[src/rtl/aud_irq_pkg.sv]
package aud_irq_pkg;
   localparam int STS_W     = 16;
   localparam int EN_W      = 11;
   localparam int STICKY_LO = 3;
   localparam int STICKY_HI = 11;
   localparam int STICKY_N  = STICKY_HI - STICKY_LO + 1;

   typedef struct packed {
      logic       rx_word;
      logic [1:0] rx_lvl;
      logic       tx_done;
      logic       dpx_pkt;
      logic       tx_space;
      logic       rx_pkt;
   } live_t;
endpackage

[src/rtl/aud_irq_sticky.sv]
module aud_irq_sticky #(
   parameter int N = 9
) (
   input  logic         clk,
   input  logic         rst_n,
   input  logic [N-1:0] evt,
   input  logic [N-1:0] clr,
   output logic [N-1:0] flag
);
   for (genvar i = 0; i < N; i++) begin : g_bit
      always_ff @(posedge clk) begin
         if (!rst_n)       flag[i] <= 1'b0;
         else if (evt[i])  flag[i] <= 1'b1;
         else if (clr[i])  flag[i] <= 1'b0;
      end

      // an event always leaves the flag set
      p_evt_sets_r2: assert property (@(posedge clk) disable iff (!rst_n)
         evt[i] |=> flag[i]);
      // a clear without a competing event drops the flag
      p_clr_drops_r3: assert property (@(posedge clk) disable iff (!rst_n)
         (clr[i] && !evt[i]) |=> !flag[i]);
      // no event and no clear, flag holds
      p_hold_r3: assert property (@(posedge clk) disable iff (!rst_n)
         (!clr[i] && !evt[i]) |=> $stable(flag[i]));
   end
endmodule

[src/rtl/aud_irq_enable.sv]
module aud_irq_enable #(
   parameter int W      = 11,
   parameter int ADDR_W = 8,
   parameter logic [ADDR_W-1:0] OFS = 'h10
) (
   input  logic              clk,
   input  logic              rst_n,
   input  logic              wr,
   input  logic [ADDR_W-1:0] addr,
   input  logic [W-1:0]      wdata,
   output logic [W-1:0]      en
);
   always_ff @(posedge clk) begin
      if (!rst_n)                   en <= '0;
      else if (wr && addr == OFS)   en <= wdata;
   end

   // a write to the enable offset is visible the next cycle
   p_en_write_r6: assert property (@(posedge clk) disable iff (!rst_n)
      (wr && addr == OFS) |=> (en == $past(wdata)));
endmodule

[src/rtl/aud_irq_rdmux.sv]
module aud_irq_rdmux #(
   parameter int ADDR_W = 8,
   parameter int DATA_W = 32,
   parameter int EN_W   = 11,
   parameter int STS_W  = 16,
   parameter logic [ADDR_W-1:0] EN_OFS  = 'h10,
   parameter logic [ADDR_W-1:0] STS_OFS = 'h14
) (
   input  logic [ADDR_W-1:0] addr,
   input  logic [EN_W-1:0]   en,
   input  logic [STS_W-1:0]  sts,
   output logic [DATA_W-1:0] rdata
);
   always_comb begin
      rdata = '0;
      if (addr == EN_OFS)       rdata[EN_W-1:0]  = en;
      else if (addr == STS_OFS) rdata[STS_W-1:0] = sts;
   end
endmodule

[src/rtl/aud_irq_status.sv]
module aud_irq_status
   import aud_irq_pkg::*;
#(
   parameter int ADDR_W = 8,
   parameter int DATA_W = 32,
   parameter logic [ADDR_W-1:0] EN_OFS  = 'h10,
   parameter logic [ADDR_W-1:0] STS_OFS = 'h14,
   parameter logic [ADDR_W-1:0] CLR_OFS = 'h18,
   parameter bit   REG_IRQ = 1'b0
) (
   input  logic                clk,
   input  logic                rst_n,
   input  logic                bus_wr,
   input  logic [ADDR_W-1:0]   bus_addr,
   input  logic [DATA_W-1:0]   bus_wdata,
   output logic [DATA_W-1:0]   bus_rdata,
   input  logic [STICKY_N-1:0] ev_pulse,
   input  logic                lv_rx_pkt,
   input  logic                lv_tx_space,
   input  logic                lv_dpx_pkt,
   input  logic                lv_tx_done,
   input  logic [1:0]          lv_rx_lvl,
   input  logic                lv_rx_word,
   output logic                irq
);
   if (DATA_W < STS_W) begin : g_bad_data_w
      $error("DATA_W must hold the status word");
   end
   if (EN_OFS == STS_OFS || EN_OFS == CLR_OFS || STS_OFS == CLR_OFS) begin : g_bad_ofs
      $error("register offsets must differ");
   end

   live_t                live;
   logic [STICKY_N-1:0]  clr_vec;
   logic [STICKY_N-1:0]  flag;
   logic [EN_W-1:0]      en;
   logic [STS_W-1:0]     sts;
   logic                 irq_raw;
   logic                 unused_wdata;

   assign live = '{rx_word: lv_rx_word, rx_lvl: lv_rx_lvl, tx_done: lv_tx_done,
                   dpx_pkt: lv_dpx_pkt, tx_space: lv_tx_space, rx_pkt: lv_rx_pkt};

   assign clr_vec      = (bus_wr && bus_addr == CLR_OFS) ? bus_wdata[STICKY_HI:STICKY_LO] : '0;
   assign unused_wdata = ^bus_wdata[DATA_W-1:STICKY_HI+1];

   aud_irq_sticky #(.N(STICKY_N)) sticky_i (
      .clk(clk), .rst_n(rst_n), .evt(ev_pulse), .clr(clr_vec), .flag(flag));

   aud_irq_enable #(.W(EN_W), .ADDR_W(ADDR_W), .OFS(EN_OFS)) enable_i (
      .clk(clk), .rst_n(rst_n), .wr(bus_wr), .addr(bus_addr),
      .wdata(bus_wdata[EN_W-1:0]), .en(en));

   assign sts = {live.rx_word, live.rx_lvl, live.tx_done, flag,
                 live.dpx_pkt, live.tx_space, live.rx_pkt};

   aud_irq_rdmux #(.ADDR_W(ADDR_W), .DATA_W(DATA_W), .EN_W(EN_W), .STS_W(STS_W),
                   .EN_OFS(EN_OFS), .STS_OFS(STS_OFS)) rdmux_i (
      .addr(bus_addr), .en(en), .sts(sts), .rdata(bus_rdata));

   assign irq_raw = |(sts[EN_W-1:0] & en);

   if (REG_IRQ) begin : g_irq_reg
      always_ff @(posedge clk) begin
         if (!rst_n) irq <= 1'b0;
         else        irq <= irq_raw;
      end
   end else begin : g_irq_comb
      assign irq = irq_raw;
   end

   // with nothing enabled no interrupt can arise
   p_no_irq_wo_en_r7: assert property (@(posedge clk) disable iff (!rst_n)
      (en == '0) |-> !irq_raw);
   // the suspended flag alone never raises the interrupt
   p_susp_excluded_r7: assert property (@(posedge clk) disable iff (!rst_n)
      (sts[EN_W-1:0] == '0 && sts[STICKY_HI]) |-> !irq_raw);
   // the clear register reads as zero
   p_clr_reads_zero_r8: assert property (@(posedge clk) disable iff (!rst_n)
      (bus_addr == CLR_OFS) |-> (bus_rdata == '0));
endmodule

[config.mk]
export PLATFORM = sky130hd
export DESIGN_NAME = aud_irq_status
export DESIGN_NICKNAME = d
export VERILOG_FILES = /design/src/rtl/aud_irq_pkg.sv /design/src/rtl/aud_irq_sticky.sv /design/src/rtl/aud_irq_enable.sv /design/src/rtl/aud_irq_rdmux.sv /design/src/rtl/aud_irq_status.sv
export SDC_FILE = /design/constraint.sdc
export NUM_CORES = 1
export LEC_CHECK = 0
export BUFFER_PORTS_ARGS = -buffer_cell sky130_fd_sc_hd__buf_2
export CAP_MARGIN = 25
export CORE_AREA = 2 2 58 60
export CTS_CLUSTER_DIAMETER = 150
export DETAILED_ROUTE_END_ITERATION = 8
export DIE_AREA = 0 0 60 62
export PLACE_DENSITY = 0.74
export SYNTH_ARGS = -nofsm -noshare
export SYNTH_HDL_FRONTEND = slang
export SYNTH_SLANG_ARGS = --single-unit
[constraint.sdc]
create_clock -name clk -period 1.38 [get_ports clk]
set_input_delay 0.138 -clock clk [delete_from_list [all_inputs] [get_ports clk]]
set_output_delay 0.138 -clock clk [all_outputs]
set_load 0.02 [all_outputs]
Yosys cells after proc, flatten, opt, wreduce, memory -nomap -nowiden --
Cells that the tools add are included. Widths: inputs -> output; s select.
Word-level totals: flip-flop bits (word level) 20, output and inout port bits 33
Cells by class: equal/unequal tests 3, multiplexer cells 22, bitwise gates (word level) 1, reductions and logical operators 12
Operators by type and width (number):
- $eq 8x5->1 const B | 3
- $mux 1 | 18
- $reduce_bool 2->1 | 9
- $mux 16 | 1
- $and 11x11->11 | 1
- $mux 11 | 1
- $reduce_or 11->1 | 1
- $mux 9 | 1
- $mux 5 | 1
- $logic_and 1x1->1 | 2

Logic depth before layout (Yosys ltp) --
Gate-level depths: netlist (run 1).
depth after elaboration 5, mapped depth 6

Cells and area by module --
From an unflattened synthesis (run 1), not the netlist that was laid out.
Second synthesis, totals: cells, all modules 153, area, all modules 1467.7 um^2
Modules (own cells, without submodules):
- aud_irq_enable | times used 1, cells an instance 50, area each 474.2 um^2, seq. area each 220.2 um^2
- aud_irq_rdmux | times used 1, cells an instance 56, area each 449.2 um^2, seq. area each 0.0 um^2
- aud_irq_sticky | times used 1, cells an instance 28, area each 382.9 um^2, seq. area each 180.2 um^2
- aud_irq_status | times used 1, cells an instance 19, area each 161.4 um^2, seq. area each 0.0 um^2

Worst setup path after synthesis (run 1) --
No wires, ideal clock.
path type input port to output port, start point input port bus_addr[7], end point output port bus_rdata[12], arrival time 1.185 ns, data required time 1.242 ns, slack 0.057 ns, stages 5, cells stage by stage nor4_2 > and3b_1 > buf_6 > and3b_1 > and2_1
Between the ends: cells in the longest elaborated chain, start to end 3, elaborated cells on any way between the ends 4, those cells by class eq/ne: 2; mux: 2
RTL lines:
- start, declared | RTL line aud_irq_status.sv:14 | input logic [ADDR_W-1:0] bus_addr,
- $eq 8x5->1 | RTL line aud_irq_rdmux.sv:17 | else if (addr == STS_OFS) rdata[STS_W-1:0] = sts;
- $mux 16 | RTL line aud_irq_rdmux.sv:17
- $mux 5 * | RTL line aud_irq_rdmux.sv:16 | if (addr == EN_OFS) rdata[EN_W-1:0] = en;
- end, declared | RTL line aud_irq_status.sv:16 | output logic [DATA_W-1:0] bus_rdata,
Mark *: on every way between the ends. The rest lies on a longest branch, timed or not.

Worst setup path after layout (run 1) --
start point register sticky_i.flag[5], end point output port irq
Between the ends: cells in the longest elaborated chain, start to end 2
RTL lines:
- start, declared | RTL line aud_irq_sticky.sv:8 | output logic [N-1:0] flag
- start signal, assigned by index | RTL line aud_irq_sticky.sv:12 | if (!rst_n) flag[i] <= 1'b0;
- start signal, assigned by index | RTL line aud_irq_sticky.sv:13 | else if (evt[i]) flag[i] <= 1'b1;
- start signal, assigned by index | RTL line aud_irq_sticky.sv:14 | else if (clr[i]) flag[i] <= 1'b0;
- $and 11x11->11 | RTL line aud_irq_status.sv:61 | assign irq_raw = |(sts[EN_W-1:0] & en);
- $reduce_or 11->1 | RTL line aud_irq_status.sv:61
- end, declared | RTL line aud_irq_status.sv:24 | output logic irq
No other way between the ends.

==> metrics, run 1 <==
post-route DRC violation count 0; CTS H-tree depth 1; largest driver fanout on the critical path 2; estimated wirelength of the detail-placed design 2020 um; overflow left after global routing 0; GRT Resource Usage Total 14.9%; failing checks setup timing; arrival time of the worst setup path roughly 1.5 ns; met1 layer usage reported by global route 18.0%; IR Drop Worst-Case VDD 0.399 mV; vias post-DR 1,188; number of placement rows 21; busiest grt layer met2; required time of the critical path 1.24 ns; Die Ht 62 um; final cell count without fillers 253; synthesized area per cell 7.83 um2; class of the most critical setup path reg2out; clock buffer count from CTS 3; max-capacitance violation count 0; number of warning messages in the yosys log 0; Final Wtd Congestion 0.787; hold violation total from the final report 0; ant diodes 0; floorplan die area 0.00372 mm2; Clock Pin Slew Worst Setup and Hold Paths about 0.11 ns; max frequency roughly 620 MHz; number of distinct library cells after synthesis 26; horizontal die dimension about 60 um; unrepaired setup endpoints after global routing true; number of optimization iterations in the first detailed-route pass 4; placed instance area 0.00145 mm2; layout net count roughly 270; Hold Slack 0.0470 ns; IO Pins 92; global-route wire length before repair 4130 um; number of fillers in the final layout 337; Clock Root Buffer sky130_fd_sc_hd__clkbuf_4; number of global-route vias before repair 940; HP Class in2reg; grt met3 use 3.31%; Finished Core Util between 50% and 60%; starting density of the core 37.0%; post-detailed-route wirelength per cell 11.4 um; TritonCTS clock tree built; result of the run complete, but fails checks; Setup crit end kind output port; Max Root-Sink Buffers 2; post-synthesis instance total 150; minimum setup slack among reg-to-reg paths 0.58 ns; total power per unit cell area 805 mW/mm2; number of failing setup endpoints in the final timing report 3; share of the yosys chip area belonging to registers 34.1%; Worst Hold Launch bus_wdata[11]; CTS hold repair buffers 0; initial antenna violation count 0; number of sinks handled by clock tree synthesis 20; leakage power summed over all cells 0.791 nW; beginning of the worst register-to-register path sticky_i.flag[5]; global routing usage on met2 25.5%; post-synthesis instance area between 0.001 and 0.0015 mm2; Final Critical Period 1.62 ns; min setup slack post-route -0.236 ns; Max Transition Viols Final 0; number of vias per cell after detailed routing 4.70; flip-flop and latch count after synthesis 20; antenna viol nets, final 0; final sum of negative setup slack -0.241 ns; core area 0.00318 mm2; final cell area excluding filler cells 0.00160 mm2; WL final 2900 um; clock latency on the worst-skew pair roughly 0.29 ns; launch point of the worst path sticky_i.flag[5]; dpl cells 246; maximum number of pins on one net before global-route repair 32; initial drt markers 36; CP Launch Type flip-flop; Setup Skew 0 ns; count of input and output buffers 55; fraction of final layout cells sized beyond drive strength 1 36.7%; share of the clock period used by the worst path 117%; area added between synthesis and finish 36.4%
cell type report:
class | count | area [um2] | share of cell area (%)
clock buffers | 3 | 22.5 | 1.41
clock inverters | 1 | 30.0 | 1.87
inverters | 9 | 33.8 | 2.11
multi-input cells | 110 | 656 | 40.9
flip-flops and latches | 20 | 402 | 25.1
well taps | 46 | 57.6 | 3.59
repair buffers | 64 | 402 | 25.1
layout by cell type (no fill, tap or decap), drive strengths merged:
cell type,synthesis,final
conb,1,16
and3,1,1
a22oi,2,2
dfxtp,20,20
a221oi,1,1
clkbuf,6,3
nand2,13,13
bufinv,0,1
mux2i,11,11
and2,5,5
nand3,12,12
nor4,1,1
buf,20,64
and3b,2,2
nand4,1,1
inv,9,9
nor2b,1,1
a222oi,1,1
a22o,1,1
nor2,13,13
o21ai,20,20
a41oi,9,9
final timing paths:
kind	endpoint	cells after the start
worst max-delay path	irq	5
worst min-delay path	sticky_i.flag[8]	2
worst max register to register	sticky_i.flag[5]	3
worst min register to register	enable_i.en[0]	2
critical path: stages, from the launching register on:
cell	delay, ns
sky130_fd_sc_hd__dfxtp_1	0.32
sky130_fd_sc_hd__a22o_1	0.23
sky130_fd_sc_hd__a221oi_2	0.21
sky130_fd_sc_hd__and3_1	0.20
sky130_fd_sc_hd__nand2_1	0.07
sky130_fd_sc_hd__buf_6	0.15
synth_stat cells:
cell type | instances | share of area (%)
sky130_fd_sc_hd__buf_2 | 2 | 0.85
sky130_fd_sc_hd__buf_1 | 1 | 0.32
sky130_fd_sc_hd__buf_4 | 16 | 10
sky130_fd_sc_hd__a41oi_1 | 9 | 6.7
sky130_fd_sc_hd__nand4_1 | 1 | 0.53
sky130_fd_sc_hd__nor4_2 | 1 | 1.1
sky130_fd_sc_hd__buf_6 | 1 | 0.96
sky130_fd_sc_hd__dfxtp_1 | 20 | 34
sky130_fd_sc_hd__o21ai_0 | 19 | 8.1
sky130_fd_sc_hd__and3_1 | 1 | 0.53
sky130_fd_sc_hd__inv_1 | 9 | 2.9
sky130_fd_sc_hd__a221oi_1 | 1 | 0.75
sky130_fd_sc_hd__conb_1 | 1 | 0.32
sky130_fd_sc_hd__nand3_1 | 12 | 5.1
sky130_fd_sc_hd__and2_0 | 1 | 0.53
sky130_fd_sc_hd__nand2_1 | 13 | 4.2
sky130_fd_sc_hd__mux2i_1 | 11 | 9.4
sky130_fd_sc_hd__a222oi_1 | 1 | 0.85
sky130_fd_sc_hd__o21ai_1 | 1 | 0.43
sky130_fd_sc_hd__a22o_1 | 1 | 0.75
sky130_fd_sc_hd__clkbuf_1 | 6 | 1.9
sky130_fd_sc_hd__and2_1 | 4 | 2.1
sky130_fd_sc_hd__a22oi_1 | 2 | 1.3
sky130_fd_sc_hd__nor2_1 | 13 | 4.2
sky130_fd_sc_hd__nor2b_1 | 1 | 0.53
sky130_fd_sc_hd__and3b_1 | 2 | 1.5
what timing repair did:
item	CTS	global route
buffers inserted	2	1
setup endpoints to repair	5	10
pin swaps	3	6
gates resized for setup	5	17
metal layers:
| metal | part of all wire, % | vias to the layer above |
|---|---|---|
| met4 | 1.5 | 0 |
| met3 | 6.3 | 6 |
| met5 | 0 | - |
| met2 | 50 | 39 |
| met1 | 42 | 535 |
| li1 | - | 608 |
state kept, by name (all words and copies together), names as in the netlist:
| register | flops |
|---|---|
| enable_i.en | 11 |
| sticky_i.flag | 9 |
kinds of logic (layout without fill, tap and decap cells):
group,count (synthesis),in the layout,share of synthesized area [%]
AOI/OAI and AO/OA,34,34,18.8
muxes,11,11,9.37
buffers and inverters,35,77,17.1
DFF,20,20,34.1
and+or+nand+nor,49,49,20.2
other,1,16,0.319
metrics by stage:
step	total power, W	setup WS (ns)
3_5_place_dp	0.000815	-0.0414
2_1_floorplan	0.000765	0.0568
3_3_place_gp	0.000814	-0.0350
5_1_grt	0.00136	-0.321
6_report	0.00129	-0.236
4_1_cts	0.00129	-0.266
report_power, final:
part	switching (W)	leakage [nW]	total [W]	internal [W]
Clock	0.000181	0.0279	0.000475	0.000293
Combinational	0.000119	0.599	0.000206	0.0000870
Sequential	0.0000133	0.165	0.000610	0.000596
(Power assumes the default switching activity.)
==> run 2: changes to the inputs <==
--- a/config.mk
+++ b/config.mk
@@ -11,2 +11,3 @@
 export CTS_CLUSTER_DIAMETER = 150
+export CTS_CLUSTER_SIZE = 14
 export DETAILED_ROUTE_END_ITERATION = 8
@@ -14,2 +15,3 @@
 export PLACE_DENSITY = 0.74
+export SKIP_CTS_REPAIR_TIMING = 1
 export SYNTH_ARGS = -nofsm -noshare
==> constraint.sdc (replaced) <==
create_clock -name clk -period 1.38 [get_ports clk]
set_input_delay 0.276 -clock clk [delete_from_list [all_inputs] [get_ports clk]]
set_output_delay 0.276 -clock clk [all_outputs]
set_load 0.02 [all_outputs]
==> metrics, run 2 (synthesis gave the netlist of run 1 again) <==
number of sinks handled by clock tree synthesis 20 (unchanged); leakage power summed over all cells 0.831 nW (+5.1%); GRT Resource Usage Total 16.3% (+1.3 points); CP Launch Type flip-flop; Finished Core Util 57.7% (+7.3 points); number of optimization iterations in the first detailed-route pass 4 (unchanged); result of the run complete, but fails checks; total power per unit cell area 721 mW/mm2 (-10%); clock buffer count from CTS 3 (unchanged); minimum setup slack among reg-to-reg paths 0.59 ns (about the same); number of vias per cell after detailed routing 4.64 (-1.3%); WL final 3010 um (+3.8%); dpl cells 251 (+2.0%); arrival time of the worst setup path 1.47 ns (about the same); Setup crit end kind output port; Clock Root Buffer sky130_fd_sc_hd__clkbuf_4; placed instance area 0.00160 mm2 (+10%); vias post-DR 1,182 (-0.51%); clock latency on the worst-skew pair 0.30 ns (about the same); Setup Skew 0 ns (unchanged); count of input and output buffers 55 (unchanged); class of the most critical setup path reg2out; busiest grt layer met2; TritonCTS clock tree built; number of failing setup endpoints in the final timing report 17 (+14); Max Transition Viols Final 0 (unchanged); switch share 25.1% (+0.82 points); met1 layer usage reported by global route 19.7% (+1.6 points); IO Pins 92 (unchanged); number of cells on the worst reg-to-reg path 3 (unchanged); leading cell type in the layout, fill and taps excluded sky130_fd_sc_hd__buf_2; area added between synthesis and finish 56.2%; share of total power in sequential cells 46.2% (-1.1 points); Final Critical Period 1.75 ns (+0.133 ns); buffers and inverters on the worst path 1 (unchanged); Hold Path Depth 2 (unchanged); antenna viol nets, final 0 (unchanged); final cell area excluding filler cells 0.00184 mm2 (+15%); maximum number of pins on one net before global-route repair 32 (unchanged); max-capacitance violation count 0 (unchanged); number of fillers in the final layout 300 (-11%); Internal 0.000991 W (+1.5%); Max Root-Sink Buffers 2 (unchanged); core area 0.00318 mm2 (unchanged); unrepaired setup endpoints after global routing true; estimated wirelength of the detail-placed design 2280 um (+13%); ordered list of cells on the worst path a22o_1 > a221oi_2 > and3_1 > nand2_1 > buf_6; final cell count without fillers 255 (+0.79%); maximum single-stage delay on the critical path 0.34 ns (+0.02 ns); hold violation total from the final report 0 (unchanged); switching pwr 0.000332 W (+6.1%); number of global-route vias before repair 1,021 (+8.6%); CTS H-tree depth 1 (unchanged); final sum of negative setup slack -3.72 ns (-3.47 ns); overflow left after global routing 0 (unchanged); terminating pin of the worst hold path sticky_i.flag[8]; Placement Setup Slack -0.332 ns (-0.291 ns); combinational share of power 17.6% (+1.6 points); number of placement rows 21 (unchanged); initial drt markers 17 (-53%); failing checks setup timing; min setup slack post-route -0.370 ns (-0.133 ns); share of the clock period used by the worst path 127% (+9.7 points); Clock Pin Slew Worst Setup and Hold Paths 0.12 ns (about the same); ant diodes 0 (unchanged); beginning of the worst register-to-register path sticky_i.flag[5]; grt met3 use 2.48% (-0.83 points); layout net count 269 (+0.75%); horizontal die dimension 60 um (unchanged); most flop-heavy register enable_i.en; IR Drop Worst-Case VDD 0.427 mV (+7.1%); global routing usage on met2 28.4% (+3.0 points); Final Wtd Congestion 0.762 (-3.2%); required time of the critical path 1.10 ns (-0.14 ns); Top Registers enable_i.en (11), sticky_i.flag (9); post-route DRC violation count 0 (unchanged); cell with the largest stage delay on the worst path sky130_fd_sc_hd__dfxtp_2; max FFs per register 11 (unchanged); HP Class in2reg; starting density of the core 37.0% (unchanged); floorplan die area 0.00372 mm2 (unchanged); global-route wire length before repair 4470 um (+8.2%); cell family with the largest share of critical-path delay compound AO/OA/AOI/OAI gates; most used cells in the layout excluding fill and tap cells 36 x sky130_fd_sc_hd__buf_2, 19 x sky130_fd_sc_hd__o21ai_0, 18 x sky130_fd_sc_hd__dfxtp_1, 18 x sky130_fd_sc_hd__buf_6, 16 x sky130_fd_sc_hd__conb_1; worst r2r dst sticky_i.flag[5]; Die Ht 62 um (unchanged); fraction of final layout cells sized beyond drive strength 1 44.0% (+7.3 points); multi-input logic area 751 um2 (+15%); initial antenna violation count 0 (unchanged); Clock Power Share 36.2% (-0.6 points); largest driver fanout on the critical path 2 (unchanged); post-detailed-route wirelength per cell 11.8 um (+3.0%); area of all sequential standard cells 403 um2 (+0.31%); max frequency 571 MHz (-7.6%); Worst Hold Launch bus_wdata[11]
==> run 2: changes by cell type in the layout (fill, tap and decap cells not counted), sizes merged <==
cell  change
buf       +2
==> run 2: power by group through the flow <==
stage	sequential, W	clock (W)	combinational, W
after global placement	0.000623	0	0.000216
after floorplan	0.000619	0	0.000156
after CTS	0.000611	0.000489	0.000221
after global routing	0.000615	0.000517	0.000256
final	0.000612	0.000479	0.000233
after detailed placement	0.000624	0	0.000221
==> run 2: metrics by stage <==
step / hold slack [ns] / total power, W
detailed placement: 0.482 / 0.000844
global route: 0.167 / 0.00139
global placement: 0.471 / 0.000839
floorplan: 0.398 / 0.000775
CTS: 0.167 / 0.00132
finish: 0.176 / 0.00132
==> run 2: layout make-up <==
type	instances	area share, %
timing repair buffer	66	29.3
inverter	9	1.84
sequential	20	21.9
multi-input combinational	110	40.9
clock buffer	3	1.23
tap	46	3.14
clock inverter	1	1.64
==> run 2: how the worst max path moves through the flow <==
stage | end | cells after the start | startpoint
global route | irq | 5 | sticky_i.flag[5]
global placement | bus_rdata[12] | 6 | bus_addr[7]
CTS | irq | 5 | enable_i.en[8]
floorplan | bus_rdata[12] | 5 | bus_addr[7]
detailed placement | bus_rdata[13] | 6 | bus_addr[7]
finish | irq | 5 | sticky_i.flag[5]
==> run 2: per-layer routing <==
layer	part of all wire, %	vias to the layer above
met4	1.9	0
met1	43	536
met3	3.9	6
met5	0	-
met2	52	31
li1	-	609
